<file path="src/rtl/ivl_timer_pkg.sv">
package ivl_timer_pkg;

    localparam int ADDR_W = 3;

    // Word offsets; the bus decode depends on these values.
    typedef enum logic [ADDR_W-1:0] {
        RS_STATUS  = 3'd0,
        RS_CTRL    = 3'd1,
        RS_PER_LO  = 3'd2,
        RS_PER_HI  = 3'd3,
        RS_SNAP_LO = 3'd4,
        RS_SNAP_HI = 3'd5
    } reg_sel_e;

    // Bit positions within status and control.
    localparam int ST_TIMEOUT = 0;
    localparam int ST_RUN     = 1;
    localparam int CT_IE      = 0;
    localparam int CT_CONT    = 1;
    localparam int CT_START   = 2;
    localparam int CT_STOP    = 3;

    typedef struct packed {
        logic ie;
        logic cont;
    } ctrl_t;

    // One-cycle commands from the register file to the counter.
    typedef struct packed {
        logic start;
        logic stop;
        logic load;
    } tmr_cmd_t;

    function automatic logic is_snap(input logic [ADDR_W-1:0] a);
        return (a == RS_SNAP_LO) || (a == RS_SNAP_HI);
    endfunction

endpackage

</file>
<file path="src/rtl/ivl_timer_core.sv">
module ivl_timer_core
    import ivl_timer_pkg::*;
#(
    parameter int CNT_W = 32
) (
    input  logic             clk,
    input  logic             rst,
    input  tmr_cmd_t         cmd,
    input  logic [CNT_W-1:0] load_val,
    input  logic [CNT_W-1:0] period,
    input  logic             cont,
    output logic [CNT_W-1:0] cnt,
    output logic             running,
    output logic             expire
);

    localparam logic [CNT_W-1:0] ONE = {{(CNT_W-1){1'b0}}, 1'b1};

    assign expire = running && (cnt == '0);

    always_ff @(posedge clk) begin
        if (rst) begin
            cnt     <= '1;
            running <= 1'b0;
        end else begin
            if (cmd.load)
                cnt <= load_val;
            else if (expire)
                cnt <= period;
            else if (running)
                cnt <= cnt - ONE;

            if (cmd.load || cmd.stop)
                running <= 1'b0;
            else if (expire && !cont)
                running <= 1'b0;
            else if (cmd.start)
                running <= 1'b1;
        end
    end

    a_r5_countdown: assert property (@(posedge clk) disable iff (rst)
        (running && !expire && !cmd.load) |=> (cnt == $past(cnt) - ONE));

    a_r6_oneshot_halt: assert property (@(posedge clk) disable iff (rst)
        (expire && !cont && !cmd.load) |=> (!running && cnt == $past(period)));

    a_r7_cont_reload: assert property (@(posedge clk) disable iff (rst)
        (expire && cont && !cmd.load && !cmd.stop) |=> (running && cnt == $past(period)));

    a_r4_load_halts: assert property (@(posedge clk) disable iff (rst)
        cmd.load |=> (!running && cnt == $past(load_val)));

    a_r3_idle_hold: assert property (@(posedge clk) disable iff (rst)
        (!running && !cmd.load) |=> $stable(cnt));

    a_r3_stop_wins: assert property (@(posedge clk) disable iff (rst)
        cmd.stop |=> !running);

    a_r3_start: assert property (@(posedge clk) disable iff (rst)
        (cmd.start && !cmd.stop && !cmd.load && !running) |=> running);

endmodule

</file>
<file path="src/rtl/ivl_timer_regs.sv">
module ivl_timer_regs
    import ivl_timer_pkg::*;
#(
    parameter int CNT_W = 32
) (
    input  logic              clk,
    input  logic              rst,
    input  logic              bus_wr,
    input  logic [ADDR_W-1:0] bus_addr,
    input  logic [CNT_W-1:0]  bus_wdata,
    input  logic [CNT_W-1:0]  cnt,
    input  logic              running,
    input  logic              expire,
    output logic [CNT_W-1:0]  bus_rdata,
    output tmr_cmd_t          cmd,
    output logic [CNT_W-1:0]  load_val,
    output logic [CNT_W-1:0]  period,
    output logic              cont,
    output logic              irq
);

    localparam int HALF_W = CNT_W / 2;

    ctrl_t             ctrl_q;
    logic              timeout_q;
    logic [CNT_W-1:0]  snap_all;
    logic              wr_status, wr_ctrl, wr_snap;
    logic [1:0]        wr_per;
    logic              unused_hi;

    assign unused_hi = ^bus_wdata[CNT_W-1:HALF_W];

    always_comb begin
        wr_status = bus_wr && (bus_addr == RS_STATUS);
        wr_ctrl   = bus_wr && (bus_addr == RS_CTRL);
        wr_snap   = bus_wr && is_snap(bus_addr);
        wr_per[0] = bus_wr && (bus_addr == RS_PER_LO);
        wr_per[1] = bus_wr && (bus_addr == RS_PER_HI);
        cmd.start = wr_ctrl && bus_wdata[CT_START];
        cmd.stop  = wr_ctrl && bus_wdata[CT_STOP];
        cmd.load  = |wr_per;
    end

    // Period and snapshot halves: index 0 is the low half.
    for (genvar h = 0; h < 2; h++) begin : g_half
        logic [HALF_W-1:0] per_r;
        logic [HALF_W-1:0] snap_r;

        always_ff @(posedge clk) begin
            if (rst) begin
                per_r  <= '0;
                snap_r <= '0;
            end else begin
                if (wr_per[h])
                    per_r <= bus_wdata[HALF_W-1:0];
                if (wr_snap)
                    snap_r <= cnt[h*HALF_W +: HALF_W];
            end
        end

        assign period[h*HALF_W +: HALF_W]   = per_r;
        assign load_val[h*HALF_W +: HALF_W] = wr_per[h] ? bus_wdata[HALF_W-1:0] : per_r;
        assign snap_all[h*HALF_W +: HALF_W] = snap_r;
    end

    always_ff @(posedge clk) begin
        if (rst) begin
            ctrl_q    <= '0;
            timeout_q <= 1'b0;
        end else begin
            if (wr_ctrl) begin
                ctrl_q.ie   <= bus_wdata[CT_IE];
                ctrl_q.cont <= bus_wdata[CT_CONT];
            end
            if (expire)
                timeout_q <= 1'b1;
            else if (wr_status)
                timeout_q <= 1'b0;
        end
    end

    assign cont = ctrl_q.cont;
    assign irq  = timeout_q && ctrl_q.ie;

    always_comb begin
        bus_rdata = '0;
        case (bus_addr)
            RS_STATUS: begin
                bus_rdata[ST_TIMEOUT] = timeout_q;
                bus_rdata[ST_RUN]     = running;
            end
            RS_CTRL: begin
                bus_rdata[CT_IE]   = ctrl_q.ie;
                bus_rdata[CT_CONT] = ctrl_q.cont;
            end
            RS_PER_LO:  bus_rdata[HALF_W-1:0] = period[HALF_W-1:0];
            RS_PER_HI:  bus_rdata[HALF_W-1:0] = period[CNT_W-1:HALF_W];
            RS_SNAP_LO: bus_rdata[HALF_W-1:0] = snap_all[HALF_W-1:0];
            RS_SNAP_HI: bus_rdata[HALF_W-1:0] = snap_all[CNT_W-1:HALF_W];
            default:    bus_rdata = '0;
        endcase
    end

    a_r8_status_clear: assert property (@(posedge clk) disable iff (rst)
        (wr_status && !expire) |=> !timeout_q);

    a_r6_timeout_set: assert property (@(posedge clk) disable iff (rst)
        expire |=> timeout_q);

    a_r9_snap_capture: assert property (@(posedge clk) disable iff (rst)
        wr_snap |=> (snap_all == $past(cnt)));

endmodule

</file>
<file path="src/rtl/ivl_timer.sv">
module ivl_timer
    import ivl_timer_pkg::*;
#(
    parameter int CNT_W = 32
) (
    input  logic              clk,
    input  logic              rst,
    input  logic              bus_wr,
    input  logic [ADDR_W-1:0] bus_addr,
    input  logic [CNT_W-1:0]  bus_wdata,
    output logic [CNT_W-1:0]  bus_rdata,
    output logic              irq
);

    tmr_cmd_t         cmd;
    logic [CNT_W-1:0] load_val, period, cnt;
    logic             cont, running, expire;

    ivl_timer_regs #(.CNT_W(CNT_W)) i_regs (
        .clk       (clk),
        .rst       (rst),
        .bus_wr    (bus_wr),
        .bus_addr  (bus_addr),
        .bus_wdata (bus_wdata),
        .cnt       (cnt),
        .running   (running),
        .expire    (expire),
        .bus_rdata (bus_rdata),
        .cmd       (cmd),
        .load_val  (load_val),
        .period    (period),
        .cont      (cont),
        .irq       (irq)
    );

    ivl_timer_core #(.CNT_W(CNT_W)) i_core (
        .clk      (clk),
        .rst      (rst),
        .cmd      (cmd),
        .load_val (load_val),
        .period   (period),
        .cont     (cont),
        .cnt      (cnt),
        .running  (running),
        .expire   (expire)
    );

endmodule

</file>
<file path="config.mk">
export PLATFORM = sky130hd
export DESIGN_NAME = ivl_timer
export DESIGN_NICKNAME = d
export VERILOG_FILES = /design/src/rtl/ivl_timer_pkg.sv /design/src/rtl/ivl_timer_core.sv /design/src/rtl/ivl_timer_regs.sv /design/src/rtl/ivl_timer.sv
export SDC_FILE = /design/constraint.sdc
export NUM_CORES = 1
export LEC_CHECK = 0
export ABC_AREA = 1
export BUFFER_PORTS_ARGS = -buffer_cell sky130_fd_sc_hd__clkbuf_2
export CELL_PAD_IN_SITES_DETAIL_PLACEMENT = 1
export CELL_PAD_IN_SITES_GLOBAL_PLACEMENT = 2
export CORE_ASPECT_RATIO = 0.6
export CORE_MARGIN = 2
export CORE_UTILIZATION = 32
export DETAILED_ROUTE_END_ITERATION = 8
export GPL_TIMING_DRIVEN = 0
export PLACE_DENSITY = 0.89
export SETUP_SLACK_MARGIN = 0.15
export SLEW_MARGIN = 20
export SYNTH_ARGS = -nofsm -noshare
export SYNTH_HDL_FRONTEND = slang
export SYNTH_SLANG_ARGS = --single-unit
</file>
<file path="constraint.sdc">
create_clock -name clk -period 1.9 [get_ports clk]
set_input_delay 0.285 -clock clk [delete_from_list [all_inputs] [get_ports clk]]
set_output_delay 0.285 -clock clk [all_outputs]
set_load 0.05 [all_outputs]
</file>
==> metrics.md <==
| Metric | Value |
|---|---|
| PnR worst setup slack | approximately 0.012 ns |
| GP Congestion | around 0.96 |
| Area Growth Syn to Fin | 36.2% |
| Site Rows | 37 |
| Post-Synthesis Cell Area | approximately 5800 µm² |
| Die W | about 180 µm |
| Synthesis-stage register bit count | 100 |
| Initial DRC count | 527 |
| Worst Hold Launch | bus_wdata[0] |
| Clk sink count | 100 |
| R2r setup slk | around 0.012 ns |
| CP cell instances | inv_4 > ha_4 > nand2_4 > nor2_4 > nand2_4 > nor2_8 > nand3_4 > inv_8 > buf_12 > nand2_4 > nand3_2 > nand2_1 |
| Filler instances | roughly 2.2k |
| Pwr dens | 647 nW/µm² |
| Core Util, Final | a little under half |
| Synth top area share | around 35% |
| Top post-synthesis cells by area | dfxtp_1, nand2_1, inv_1, nand3_1, nor2_1 |
| DR top layer | met4 |
| Endpoints failing setup | 0 |
| Pre-CTS setup slack | -0.624 ns |
| Synth Flop Type | dfxtp_1 |
| Peak supply drop | between 0.4 and 0.5 mV |
| CTS Root Cell | clkbuf_16 |
| Worst hold path class | input pin to register |
| Wire length per cell | about 22 µm |
| Number of global-route vias before repair | ~6k |
| Total Routing Usage GR | 27.3% |
| Power, Total | just over 5 mW |
| Placed Instance Area | 6320 µm² |
| I/O pins | slightly above 70 |
| Placed Instances | about 1.2k |
| Fraction of registers with async set/reset | 0% |
| Critical path data required time | between 2 and 2.5 ns |
| Largest net degree at the start of global routing | 20 |
| Slew margin rel. | 50.6% |
| IO buf count | 36 |
| CP dominant cell by count | nand2_4 |
| Drt first pass iters | 5 |
| RSZ-0062 raised after global routing | yes |
| CTS tree | done |
| Final hold violation count | 0 |
| Drt via density | around 5.3 |
| Fraction of final layout cells with drive strength greater than 1 | 28.1% |
| Reg2reg end | i_core.cnt[2]$_SDFFE_PP1P_ |
| YS warnings | 0 |
| Setup_tns | 0 ns |
| Hold worst-path end | i_regs.ctrl_q[1]$_SDFFE_PP0P_ |
| Initial antenna violation count | 0 |
| Post-synth top area cell | dfxtp_1 |
| H-tree levels | 3 |
| Clock Path Buffers | 2 |
| Avg Cell Area, Syn | approximately 6.5 µm² |
| R2R cell count | 12 |
| FF-to-FF Start | i_core.cnt[1]$_SDFFE_PP1P_ |
| Antenna cells | 0 |
| CP arrival | between 2 and 2.5 ns |
| Final WL | approximately 27000 µm |
| Max_cap viols | 0 |
| Count leader, synth | nand2_1 |
| Via count | approximately 6.4k |
| Commonest cells in the netlist | nand2_1, inv_1, dfxtp_1 |
| Clock Skew | 0.00935 ns |
| Crit path launch type | register |
| WHS | around 0.24 ns |
| DRC | 0 |
| ANT nets after route | 0 |
| Fin crit period | 1.89 ns |
| Fmax | 0.530 GHz |
| Crit Path Max Fanout | 6 |
| Max Slew Vio Count | 0 |
| Critical path class | register to register |
| First-pass GRT wire length | 38000 µm |
| Die area | around 19000 µm² |
| Clk slew on worst S/H paths | 0.08 ns |
| Placeable core region | between 15000 and 20000 µm² |
| Post-Layout Inst Area | a little under 8000 µm² |
| Count of cell types in the netlist | 42 |
| Met2 wire len | 10300 µm |
| Cells on Worst Hold Path | 3 |
| # nets final | ~1.0k |
| CP max stage cell | dfxtp_4 |
| Number of enable-type register cells in the synthesized netlist | 0 |
| Worst-Margin Slew | approximately 0.74 ns |
| Crit share post-route | ~100% |
| Post-Layout Cell Count | between 1k and 1.5k |
| GRT overflow | 0 |
| Status | completed |
| Die Ht | 108 µm |
| Starting Density | approximately a third |
| Post-Syn Instances | about 900 |
| Met1 wire length | approximately 13000 µm |
| Leak | roughly 3.4 nW |
| Crit path largest cell delay | 0.36 ns |
| Clk_lat worst skew | 0.36 ns |
| Total CTS buffers | 9 |
| Register area share after synthesis | 34.7% |
| Setup crit end kind | register |
| Met3 WL | 2940 µm |
| Post-DP HPWL | between 15000 and 20000 µm |
-- flip-flops by register name, summed over array words and instances, names as in the netlist --
signal and count:
i_regs.g_half.per_r 32, i_regs.cont 1, i_regs.g_half.snap_r 32, i_regs.ctrl_q 1
i_core.running 1, i_regs.timeout_q 1, i_core.cnt 32
-- report_power, final --
part           internal, mW  switching [mW]
sequential             2.21           0.162
combinational         0.266           0.557
clock                 0.926           0.970
-- area by class of cell --
class / instances / area (µm²) / share of cell area (%)
plain buffers: 59 / 418 / 5.31
clock buffers: 9 / 225 / 2.86
clock inverters: 7 / 68.8 / 0.875
inverters: 148 / 578 / 7.35
multi-input cells: 594 / 3650 / 46.5
flip-flops and latches: 100 / 2020 / 25.7
well taps: 234 / 293 / 3.72
repair buffers: 65 / 606 / 7.70
-- cells by family (layout without fill, tap and decap cells) --
family,Yosys count,in the layout,synth area share (%)
buf+inv,207,288,15.2
compound gates,172,172,18.0
other cells,1,16,0.0649
xor+xnor,17,17,2.58
simple gates,388,388,29.3
fa+ha+maj,1,1,0.217
flops,100,100,34.7
-- worst max path at each step --
| stage | depth (start not counted) | slack [ns] | start | end |
|---|---|---|---|---|
| floorplan | 4 | -0.07 | bus_addr[2] | bus_rdata[15] |
| global placement | 6 | -0.62 | bus_addr[2] | bus_rdata[14] |
| detailed placement | 6 | -0.62 | bus_addr[2] | bus_rdata[13] |
| CTS | 6 | 0.07 | bus_addr[0] | bus_rdata[3] |
| global route | 11 | -0.03 | i_core.cnt[4]$_SDFFE_PP1P_ | i_core.cnt[3]$_SDFFE_PP1P_ |
| finish | 12 | 0.01 | i_core.cnt[1]$_SDFFE_PP1P_ | i_core.cnt[2]$_SDFFE_PP1P_ |
-- routing by layer --
metal | up-vias | global-route usage, %
met5 | - | 0
met4 | 0 | 3.57
met3 | 17 | 8.54
met2 | 280 | 36.3
met1 | 3121 | 42.7
li1 | 3005 | -
-- worst max-delay path, delay by kind of cell, from the launching register on --
family        cells  cell delay (ns)
flops             1             0.36
fa+ha+maj         1             0.15
simple gates      8             0.83
buf+inv           3             0.40
-- layout by cell type, fill, tap and decap left out, drive strengths merged --
cell,synthesis,routed
o211ai,10,10
nand3,92,92
inv,139,142
nand4,8,8
nand2,182,182
conb,1,16
o22ai,2,2
nand3b,2,2
xnor2,4,4
o21bai,7,7
xor2,13,13
clkbuf,28,70
and2,1,1
a22oi,14,14
a21oi,36,36
clkinv,9,12
buf,31,63
ha,1,1
or2,1,1
o2111ai,2,2
o21a,15,15
o221ai,14,14
nor2,98,98
clkinvlp,0,1
o21ai,72,72
dfxtp,100,100
nor3,4,4
-- what timing repair did --
item | 4_1_cts | 5_1_grt
pin swaps | 9 | 46
cloned | 2 | 2
resized for setup | 98 | 161
hold buffers | 0 | 0
setup endpoints to repair | 54 | 51
buffers inserted | 14 | 11
Power figures use the tool's default switching activity.
